--- config.mk ---
export PLATFORM = sky130hd
export DESIGN_NAME = smi_ctl_regs
export DESIGN_NICKNAME = d
export VERILOG_FILES = /design/src/rtl/smi_regs_pkg.sv /design/src/rtl/smi_bus_decode.sv /design/src/rtl/smi_enable_reg.sv /design/src/rtl/smi_status_reg.sv /design/src/rtl/smi_ctl_regs.sv
export SDC_FILE = /design/constraint.sdc
export NUM_CORES = 1
export LEC_CHECK = 0
export BUFFER_PORTS_ARGS = -buffer_cell sky130_fd_sc_hd__clkbuf_2
export CAP_MARGIN = 20
export CORE_UTILIZATION = 45
export DETAILED_ROUTE_END_ITERATION = 12
export PLACE_DENSITY = 0.76
export SYNTH_ARGS = -nofsm -noshare
export SYNTH_HDL_FRONTEND = slang
export SYNTH_SLANG_ARGS = --single-unit
--- constraint.sdc ---
create_clock -name clk -period 2.1 [get_ports clk]
set_input_delay 0.42 -clock clk [delete_from_list [all_inputs] [get_ports clk]]
set_output_delay 0.42 -clock clk [all_outputs]
set_load 0.05 [all_outputs]
--- src/rtl/smi_regs_pkg.sv ---
package smi_regs_pkg;
   typedef enum logic [1:0] {
      SEL_NONE = 2'd0,
      SEL_EN   = 2'd1,
      SEL_STS  = 2'd2
   } smi_sel_e;

   localparam int unsigned BYTE_W = 8;
endpackage

--- src/rtl/smi_bus_decode.sv ---
module smi_bus_decode
   import smi_regs_pkg::*;
#(
   parameter int unsigned ADDR_W  = 8,
   parameter int unsigned BE_W    = 4,
   parameter int unsigned EN_OFF  = 0,
   parameter int unsigned STS_OFF = 4
) (
   input  logic [ADDR_W-1:0] addr,
   input  logic [BE_W-1:0]   be,
   input  logic              rd,
   input  logic              wr,
   output smi_sel_e          sel,
   output logic              full,
   output logic              en_wr,
   output logic              rd_go
);
   localparam logic [ADDR_W-1:0] EN_A  = ADDR_W'(EN_OFF);
   localparam logic [ADDR_W-1:0] STS_A = ADDR_W'(STS_OFF);

   if (EN_OFF == STS_OFF) begin : g_bad_overlap
      $error("enable and status offsets coincide");
   end
   if ((EN_OFF % BE_W) != 0 || (STS_OFF % BE_W) != 0) begin : g_bad_align
      $error("register offsets must be word aligned");
   end
   if (EN_OFF >= (1 << ADDR_W) || STS_OFF >= (1 << ADDR_W)) begin : g_bad_range
      $error("register offset outside address range");
   end

   assign full = &be;

   always_comb begin
      if (addr == EN_A)       sel = SEL_EN;
      else if (addr == STS_A) sel = SEL_STS;
      else                    sel = SEL_NONE;
   end

   assign en_wr = wr && full && (sel == SEL_EN);
   assign rd_go = rd;
endmodule

--- src/rtl/smi_enable_reg.sv ---
module smi_enable_reg #(
   parameter int unsigned DATA_W   = 32,
   parameter int unsigned WDOG_BIT = 13,
   parameter int unsigned APM_BIT  = 5
) (
   input  logic              clk,
   input  logic              rst_n,
   input  logic              smm_present,
   input  logic              wr_en,
   input  logic [DATA_W-1:0] wdata,
   input  logic              lock,
   input  logic              mask_we,
   input  logic [DATA_W-1:0] mask_d,
   output logic [DATA_W-1:0] en_q
);
   if (WDOG_BIT >= DATA_W || APM_BIT >= DATA_W) begin : g_bad_bit
      $error("special enable bit outside data width");
   end
   if (WDOG_BIT == APM_BIT) begin : g_bad_same
      $error("watchdog and APM bits must differ");
   end

   logic [DATA_W-1:0] mask_q;

   always_ff @(posedge clk) begin
      if (!rst_n)       mask_q <= '1;
      else if (mask_we) mask_q <= mask_d;
   end

   for (genvar b = 0; b < DATA_W; b++) begin : g_bit
      logic nxt;
      logic rst_val;
      logic q;

      if (b == WDOG_BIT) begin : g_lockable
         assign nxt = lock ? q : wdata[b];
      end else begin : g_plain
         assign nxt = wdata[b];
      end

      if (b == APM_BIT) begin : g_apm
         assign rst_val = ~smm_present;
      end else begin : g_zero
         assign rst_val = 1'b0;
      end

      always_ff @(posedge clk) begin
         if (!rst_n)                  q <= rst_val;
         else if (wr_en && mask_q[b]) q <= nxt;
      end

      assign en_q[b] = q;
   end
endmodule

--- src/rtl/smi_status_reg.sv ---
module smi_status_reg #(
   parameter int unsigned DATA_W = 32
) (
   input  logic              clk,
   input  logic              rst_n,
   input  logic [DATA_W-1:0] set,
   input  logic [DATA_W-1:0] clr,
   output logic [DATA_W-1:0] sts_q
);
   always_ff @(posedge clk) begin
      if (!rst_n) sts_q <= '0;
      else        sts_q <= (sts_q & ~clr) | set;
   end
endmodule

--- src/rtl/smi_ctl_regs.sv ---
module smi_ctl_regs
   import smi_regs_pkg::*;
#(
   parameter int unsigned DATA_W   = 32,
   parameter int unsigned ADDR_W   = 8,
   parameter int unsigned EN_OFF   = 0,
   parameter int unsigned STS_OFF  = 4,
   parameter int unsigned WDOG_BIT = 13,
   parameter int unsigned APM_BIT  = 5
) (
   input  logic                     clk,
   input  logic                     rst_n,
   input  logic                     smm_present,
   input  logic [ADDR_W-1:0]        bus_addr,
   input  logic [DATA_W/BYTE_W-1:0] bus_be,
   input  logic                     bus_rd,
   input  logic                     bus_wr,
   input  logic [DATA_W-1:0]        bus_wdata,
   output logic [DATA_W-1:0]        bus_rdata,
   input  logic                     wdog_lock,
   input  logic                     cfg_mask_we,
   input  logic [DATA_W-1:0]        cfg_mask_data,
   input  logic [DATA_W-1:0]        evt_set,
   input  logic [DATA_W-1:0]        evt_clr,
   output logic [DATA_W-1:0]        smi_en,
   output logic [DATA_W-1:0]        smi_sts
);
   localparam int unsigned BE_W = DATA_W / BYTE_W;

   if (DATA_W % BYTE_W != 0) begin : g_bad_width
      $error("data width must be a whole number of bytes");
   end

   smi_sel_e sel;
   logic     full;
   logic     en_wr;
   logic     rd_go;

   smi_bus_decode #(
      .ADDR_W (ADDR_W),
      .BE_W   (BE_W),
      .EN_OFF (EN_OFF),
      .STS_OFF(STS_OFF)
   ) u_dec (
      .addr (bus_addr),
      .be   (bus_be),
      .rd   (bus_rd),
      .wr   (bus_wr),
      .sel  (sel),
      .full (full),
      .en_wr(en_wr),
      .rd_go(rd_go)
   );

   smi_enable_reg #(
      .DATA_W  (DATA_W),
      .WDOG_BIT(WDOG_BIT),
      .APM_BIT (APM_BIT)
   ) u_en (
      .clk        (clk),
      .rst_n      (rst_n),
      .smm_present(smm_present),
      .wr_en      (en_wr),
      .wdata      (bus_wdata),
      .lock       (wdog_lock),
      .mask_we    (cfg_mask_we),
      .mask_d     (cfg_mask_data),
      .en_q       (smi_en)
   );

   smi_status_reg #(
      .DATA_W(DATA_W)
   ) u_sts (
      .clk  (clk),
      .rst_n(rst_n),
      .set  (evt_set),
      .clr  (evt_clr),
      .sts_q(smi_sts)
   );

   logic [DATA_W-1:0] rd_mux;

   always_comb begin
      unique case (sel)
         SEL_EN:  rd_mux = smi_en;
         SEL_STS: rd_mux = smi_sts;
         default: rd_mux = '0;
      endcase
   end

   always_ff @(posedge clk) begin
      if (!rst_n)     bus_rdata <= '0;
      else if (rd_go) bus_rdata <= full ? rd_mux : '0;
   end
endmodule

# [Word level (Yosys, flattened, before mapping)]
# Index checks and enable logic that the tools add are counted.
[word_totals] reg_bits=128 output_inout_bits=96 elab_cells=87
[op_classes] n_eq_ne=4 mux=6 n_bitwise=5 n_reduce_logical=37
[ops] cell="$pmux 32 s2" count=1
[ops] cell="$logic_and 1x1->1" count=34
[ops] cell="$and 32x32->32" count=1
[ops] cell="$mux 32" count=1
[ops] cell="$not 32->32" count=1
[ops] cell="$or 32x32->32" count=1
[ops] cell="$eq 8x3->1 const B" count=1
[ops] cell="$logic_not 8->1" count=1
[ops] cell="$mux 2" count=2
[ops] cell="$reduce_and 4->1" count=1
[ops] cell="$eq 2x1->1 const B" count=1
[ops] cell="$eq 2x2->1 const B" count=1
[ops] cell="$mux 1" count=2
[ops] cell="$ne 2x1->1 const B" count=1
[ops] cell="$not 1->1" count=2
[ops] cell="$reduce_and 2->1" count=1

# [Depth between registers and ports, before layout]
# Gate-level depths: netlist of run 1.
[logic_depth] word_depth=8 mapped_depth=5 mapped_depth_nobuf=3

# [Hierarchy]
# A second synthesis of run 1 with hierarchy kept.
[unflattened] hier_cells=498 area_unflattened_um2=5457.7
[modules_own_cells] mod="smi_enable_reg" n_inst=1 cells_each=275 area_per_inst_um2=2740.1 seq_area_each_um2=1291.2
[modules_own_cells] mod="smi_ctl_regs" n_inst=1 cells_each=115 area_per_inst_um2=1514.0 seq_area_each_um2=640.6
[modules_own_cells] mod="smi_status_reg" n_inst=1 cells_each=99 area_per_inst_um2=1114.8 seq_area_each_um2=640.6
[modules_own_cells] mod="smi_bus_decode" n_inst=1 cells_each=9 area_per_inst_um2=88.8 seq_area_each_um2=0.0

# [Least setup slack after synthesis of run 1]
# Ideal clock, no wire load.
[synth_timing] path_type="input port to flip-flop" from="in bus_addr[5]" to="reg bus_rdata[10]" setup_ns=0.068 arrival_time_ns=1.922 t_required_ns=2.032 setup_slack_ns=0.110 stages=5 path_buffers=2 cell_sequence="or4_1 buf_2 or4_4 buf_6 o21ai_2"
[synth_between] elab_chain_cells=6
[synth_rtl] element="start, declared" line="smi_ctl_regs.sv:14" source="input logic [ADDR_W-1:0] bus_addr,"
[synth_rtl] element="$eq 8x3->1" line="smi_bus_decode.sv:35" source="else if (addr == STS_A) sel = SEL_STS;"
[synth_rtl] element="$mux 2" line="smi_bus_decode.sv:35"
[synth_rtl] element="$mux 2 *" line="smi_bus_decode.sv:34" source="if (addr == EN_A) sel = SEL_EN;"
[synth_rtl] element="$eq 2x2->1 / $eq 2x1->1 (equally long branches)" line="smi_ctl_regs.sv:84" source="unique case (sel)"
[synth_rtl] element="$pmux 32 s2 *" line="smi_ctl_regs.sv:84"
[synth_rtl] element="$mux 32 *" line="smi_ctl_regs.sv:93" source="else if (rd_go) bus_rdata <= full ? rd_mux : '0;"
[synth_rtl] element="end signal, assigned" line="smi_ctl_regs.sv:93"
[synth_rtl] element="end, declared" line="smi_ctl_regs.sv:19" source="output logic [DATA_W-1:0] bus_rdata,"
# Every way passes the cells marked *; elsewhere a longest branch is shown, timed or not.
# A chain may end at the register's enable or synchronous reset.

# [Final worst setup path of run 1]
[layout_timing] from="in bus_addr[5]" to="reg bus_rdata[13]"
# The elaborated chain is that of the path after synthesis.

==> impl_metrics.env, run 1 <==
export IMPL_totalPowerFinal_mw=6.194
export IMPL_power_leakage_nw=3.385
export IMPL_grtUsageMet2=0.4198
export IMPL_cp_max_fo=10
export IMPL_synthToLayoutAreaGrowth_pct=31.13
export IMPL_grt_max_degree=66
export IMPL_grt_pass1_vias=4964
export IMPL_wl_per_cell_um=15.56
export IMPL_clkTransAtPathRegs_ns=0.05
export IMPL_ys_ff_latch=128
export IMPL_grt_pass1_wl_mm=23.75
export IMPL_antenna_found_initial=0
export IMPL_dieArea_mm2=0.01299
export IMPL_layout_drive_gt1_share=0.3945
export IMPL_finalNonFillerCells=974
export IMPL_htreeDepth=4
export IMPL_slew_viol_final=0
export IMPL_dr_first_iter_drc_count=231
export IMPL_timing_hold_violations_final=0
export IMPL_clk_latency_ns=0.41
export IMPL_period_minus_slack_ns=1.712
export IMPL_pwr_density_cell_mw_per_mm2=837.1
export IMPL_synthesis_area_mm2=0.005643
export IMPL_clock_power_share=0.478
export IMPL_cts_num_sinks=128
export IMPL_tns_ns=0
export IMPL_n_antenna_cell=0
export IMPL_hpwl_mm=10.71
export IMPL_ctsHoldBuffers=0
export IMPL_gr_max_usage_layer="met2"
export IMPL_power_share_sequential=0.414
export IMPL_drc=0
export IMPL_hp_class="input port to flop"
export IMPL_outcome="completed"
export IMPL_final_nets=942
export IMPL_cts_setup_buffers=0
export IMPL_die_x_um=114.0
export IMPL_port_buffers=242
export IMPL_rows=40
export IMPL_end_kind="flop"
export IMPL_synthCells=595
export IMPL_synth_distinct_cells=21
export IMPL_fin_crit_sh=0.8152
export IMPL_setup_viol=0
export IMPL_post_cts_resized=0
export IMPL_gr_usage_met1=0.2626
export IMPL_final_common_cell="clkbuf_2"
export IMPL_cp_required_ns=2.44
export IMPL_die_h_um=114.0
export IMPL_syn_nets=742
export IMPL_peakVddDrop_uv=653.9
export IMPL_gp_congestion=0.7948
export IMPL_cts_buffer_depth=2
export IMPL_cts_tree="built"
export IMPL_track_usage=0.2376
export IMPL_ys_warn_count=0
export IMPL_internal_power_mw=4.757
export IMPL_vias_per_cell=5.069
export IMPL_critPathKind="input port to flop"
export IMPL_cts_buffers=17
export IMPL_finalWirelength_mm=15.15
export IMPL_core_area_mm2=0.01211
export IMPL_rsz0062_at_grt="false"
export IMPL_synth_area_per_cell_um2=9.484
export IMPL_p_sw_frac=0.2320
export IMPL_skew_ns=0.005876
export IMPL_use_met3=0.06323
export IMPL_drv_cap=0
export IMPL_start_kind="input port"
export IMPL_fmax_mhz=584.1
export IMPL_crit_arrival_ns=2.06
export IMPL_initial_core_util=0.4659
export IMPL_vias=4937
export IMPL_first_pass_iters=5
export IMPL_ys_seq_area_frac=0.4559
export IMPL_layout_common_cells="clkbuf_2, nand2_1, dfxtp_1"
export IMPL_overflow=0
export IMPL_p_sw_mw=1.437
export IMPL_root_buffer="clkbuf_16"
export IMPL_worst_pin_slew_ns=0.8712
export IMPL_relSlewSlack=0.4180
export IMPL_detail_route_antenna_nets=0
export IMPL_numPlacedInstances=944
export IMPL_num_io_pins=243
export IMPL_p_comb_frac=0.107
-- registers in the layout (all words and copies together) (netlist names) --
name,flops
u_en.mask_q,32
bus_rdata,32
u_en.g_bit.q,32
u_sts.sts_q,32
-- stage by stage --
stage               instance area, µm²  utilization  setup slack [ns]  hold WS, ns
floorplan                         5643            -            0.1101       0.4323
global placement                  6803       0.5617           0.05420       0.4371
detailed placement                6803       0.5617          -0.01280       0.4430
CTS                               7400       0.6110            0.4034       0.1997
global route                      7400       0.6110            0.3591       0.2060
finish                            7400       0.6110            0.3880       0.2130
-- power groups by stage --
stage          Combinational [mW]  Clock [mW]  Sequential (mW)
3_5_place_dp                0.668           0             2.62
3_3_place_gp                0.650           0             2.61
6_report                    0.665        2.96             2.57
5_1_grt                     0.719        3.13             2.57
2_1_floorplan               0.280           0             2.74
4_1_cts                     0.671        3.02             2.56
-- area by class of cell --
cell class	count	area (µm²)
timing repair buffer	259	1379
clock inverter	6	105.1
multi-input combinational	389	2641
clock buffer	24	491.7
fill	1062	4712
tap	168	210.2
sequential	128	2572
-- worst max-delay path: stages --
cell      delay [ns]
clkbuf_2        0.07
or4_1           0.57
or4_4           0.60
buf_4           0.22
o21ai_2         0.16
-- cell families (layout without fill, tap and decap cells) --
kind of cell    Yosys count  in the layout  synth area share
flops                   128            128            0.4559
simple gates            228            228            0.2049
compound gates           66             66           0.09335
mux                      95             95            0.1685
buf+inv                  78            289           0.07738
-- path summary, 6_finish.rpt --
| check | startpoint | end | slack [ns] | cells after the start |
|---|---|---|---|---|
| worst max-delay path | bus_addr[5] | bus_rdata[13] | 0.39 | 5 |
| worst min-delay path | evt_set[13] | u_sts.sts_q[13] | 0.21 | 2 |
| worst max register to register | u_en.mask_q[13] | u_en.g_bit[13].q | 0.83 | 3 |
| worst min register to register | bus_rdata[28] | bus_rdata[28] | 0.45 | 2 |
-- cells in the mapped netlist --
| cell | instances | area, µm² |
|---|---|---|
| or4_4 | 1 | 11.26 |
| nand3b_1 | 31 | 232.7 |
| nand4_1 | 1 | 6.260 |
| o21a_1 | 32 | 240.2 |
| mux2i_1 | 95 | 950.9 |
| buf_6 | 3 | 33.78 |
| o21ai_0 | 3 | 15.01 |
| buf_4 | 32 | 240.2 |
| o41ai_1 | 1 | 8.760 |
| nor4_1 | 31 | 193.9 |
| nand2_1 | 128 | 480.5 |
| or4bb_1 | 1 | 11.26 |
| o21ai_2 | 30 | 262.8 |
| buf_2 | 1 | 5.000 |
| clkbuf_1 | 35 | 131.4 |
| edfxtp_1 | 1 | 30.03 |
| buf_1 | 7 | 26.28 |
| or3_1 | 1 | 6.260 |
| nor2b_1 | 33 | 206.5 |
| dfxtp_1 | 127 | 2542 |
| or4_1 | 1 | 7.510 |
-- metal layers --
| layer | vias to the layer above | share of wire |
|---|---|---|
| met2 | 198 | 0.51 |
| met1 | 2300 | 0.39 |
| met3 | 27 | 0.070 |
| met5 | - | 0 |
| met4 | 0 | 0.023 |
| li1 | 2412 | - |
Power figures use the tool's default switching activity.
==> inputs of run 2 (changes only) <==
--- a/config.mk
+++ b/config.mk
@@ -7,7 +7,7 @@
 export LEC_CHECK = 0
 export BUFFER_PORTS_ARGS = -buffer_cell sky130_fd_sc_hd__clkbuf_2
 export CAP_MARGIN = 20
-export CORE_UTILIZATION = 45
+export CORE_UTILIZATION = 43
 export DETAILED_ROUTE_END_ITERATION = 12
 export PLACE_DENSITY = 0.76
 export SYNTH_ARGS = -nofsm -noshare
==> constraint.sdc (replaced) <==
create_clock -name clk -period 1.4 [get_ports clk]
set_input_delay 0.28 -clock clk [delete_from_list [all_inputs] [get_ports clk]]
set_output_delay 0.28 -clock clk [all_outputs]
set_load 0.05 [all_outputs]
==> run 2 against run 1 <==
  * The run now ends with setup timing left
  * Setup slack worse by 0.41 ns
  * Count of clock-buffer cells in the layout is 2 lower
  * Critical path depth stayed put
  * Via count is 1.3% lower
  * Largest cell class unchanged
==> impl_metrics.env, run 2 (same netlist as run 1, synthesis figures left out) <==
export IMPL_drc=0
export IMPL_vias=4872
export IMPL_finalNonFillerCells=987
export IMPL_cts_buffer_depth=2
export IMPL_pwr_density_cell_mw_per_mm2=1218
export IMPL_final_common_cell="clkbuf_2"
export IMPL_power_share_sequential=0.400
export IMPL_worst_r2r_setup_slack_ns=0.18
export IMPL_cp_top_family="simple AND/OR/NAND/NOR gates"
export IMPL_setup_slack_ns=-0.01809
export IMPL_cts_buffers=17
export IMPL_cp_cell_sequence="clkbuf_2 > or4_4 > buf_12 > nor4_1 > mux2i_1"
export IMPL_p_sw_mw=2.293
export IMPL_peakVddDrop_uv=766.2
export IMPL_p_comb_frac=0.110
export IMPL_violations="setup timing"
export IMPL_drv_cap=0
export IMPL_cp_max_fo=13
export IMPL_end_kind="flop"
export IMPL_critPathBufInv=2
export IMPL_start_kind="input port"
export IMPL_core_area_mm2=0.01272
export IMPL_power_leakage_nw=3.646
export IMPL_port_buffers=242
export IMPL_grt_pass1_wl_mm=22.58
export IMPL_whs_endpoint="u_sts.sts_q[7]"
export IMPL_clock_power_share=0.489
export IMPL_cts_setup_buffers=0
export IMPL_dp_slack_ns=-0.5073
export IMPL_fin_util=0.6190
export IMPL_ctsHoldBuffers=0
export IMPL_rsz0062_at_grt="true"
export IMPL_initial_core_util=0.4435
export IMPL_clkTransAtPathRegs_ns=0.05
export IMPL_root_buffer="clkbuf_16"
export IMPL_setup_viol=2
export IMPL_holdWs_ns=0.06750
export IMPL_slew_viol_final=0
export IMPL_die_x_um=116.6
export IMPL_fin_crit_sh=1.013
export IMPL_dr_first_iter_drc_count=218
export IMPL_finalWirelength_mm=14.81
export IMPL_critPathKind="input port to flop"
export IMPL_grt_pass1_vias=4627
export IMPL_layout_drive_gt1_share=0.4405
export IMPL_first_pass_iters=4
export IMPL_internal_power_mw=7.302
export IMPL_skew_ns=0.008345
export IMPL_num_io_pins=243
export IMPL_track_usage=0.2211
export IMPL_synthToLayoutAreaGrowth_pct=39.56
export IMPL_r2r_end="u_en.g_bit[13].q"
export IMPL_cp_required_ns=1.75
export IMPL_rows=41
export IMPL_relSlewSlack=0.4363
export IMPL_grt_max_degree=130
export IMPL_cp_slowest_cell="or4_4"
export IMPL_totalPowerFinal_mw=9.595
export IMPL_n_antenna_cell=0
export IMPL_hpwl_mm=10.41
export IMPL_timing_hold_violations_final=0
export IMPL_die_h_um=116.6
export IMPL_layout_common_cells="clkbuf_2, nand2_1, dfxtp_1"
export IMPL_hold_depth=2
export IMPL_cts_tree="built"
export IMPL_vias_per_cell=4.936
export IMPL_worst_pin_slew_ns=0.8438
export IMPL_final_nets=949
export IMPL_outcome="finished with violations"
export IMPL_antenna_found_initial=0
export IMPL_gp_congestion=0.7923
export IMPL_p_sw_frac=0.2390
export IMPL_crit_arrival_ns=1.76
export IMPL_hold_start="evt_set[7]"
export IMPL_detail_route_antenna_nets=0
export IMPL_wl_per_cell_um=15.00
export IMPL_hp_class="input port to flop"
export IMPL_r2r_start="u_en.mask_q[13]"
export IMPL_htreeDepth=4
export IMPL_max_stage_delay_ns=0.58
export IMPL_worst_r2r_cell_count=3
export IMPL_cts_num_sinks=128
export IMPL_period_minus_slack_ns=1.418
export IMPL_overflow=0
export IMPL_dieArea_mm2=0.01359
export IMPL_clk_latency_ns=0.42
export IMPL_fmax_mhz=705.2
export IMPL_numPlacedInstances=955
## run 2: power groups by stage
| stage | registers (mW) | clock network (mW) | logic, mW |
|---|---|---|---|
| final | 3.84 | 4.69 | 1.06 |
| after CTS | 3.84 | 4.77 | 1.04 |
| after floorplan | 4.11 | 0 | 0.445 |
| after detailed placement | 3.92 | 0 | 1.02 |
| after global placement | 3.92 | 0 | 1.01 |
| after global routing | 3.86 | 4.92 | 1.15 |
## run 2: what timing repair did
action,CTS,global route
pin swaps,0,2
setup endpoints to repair,27,34
hold endpoints to repair,0,0
cloned,0,0
resized for setup,14,35
## run 2: worst max path at each step
stage	endpoint	cells after the start	start
after floorplan	bus_rdata[10]	5	bus_addr[5]
final	u_en.g_bit[10].q	5	bus_addr[6]
after global placement	bus_rdata[29]	5	bus_addr[1]
after global routing	u_en.g_bit[2].q	6	bus_addr[6]
after detailed placement	u_en.g_bit[29].q	5	bus_addr[5]
after CTS	u_en.g_bit[25].q	5	bus_addr[5]
## run 2: routing by layer
layer	GRT usage	wire length [µm]	vias to the layer above
met2	0.3799	7362	178
met4	0.1013	345	0
met1	0.2571	6213	2234
met3	0.05864	887	29
met5	0	0	-
li1	-	-	2431
## run 2: cell type report
cell class	instances	area (µm²)
Sequential cell	128	2572
Fill cell	1122	4847
Clock buffer	22	474.2
Multi-Input combinational cell	389	2977
Timing Repair Buffer	266	1479
Tap cell	172	215.2
Clock inverter	10	157.7
## run 2: per-stage QoR
step | instance area (µm²) | TNS, ns
6_report | 7875 | -0.01844
5_1_grt | 7875 | -0.5655
4_1_cts | 7697 | -0.03014
3_5_place_dp | 6994 | -26.94
3_3_place_gp | 6994 | -24.91
2_1_floorplan | 5801 | -18.70
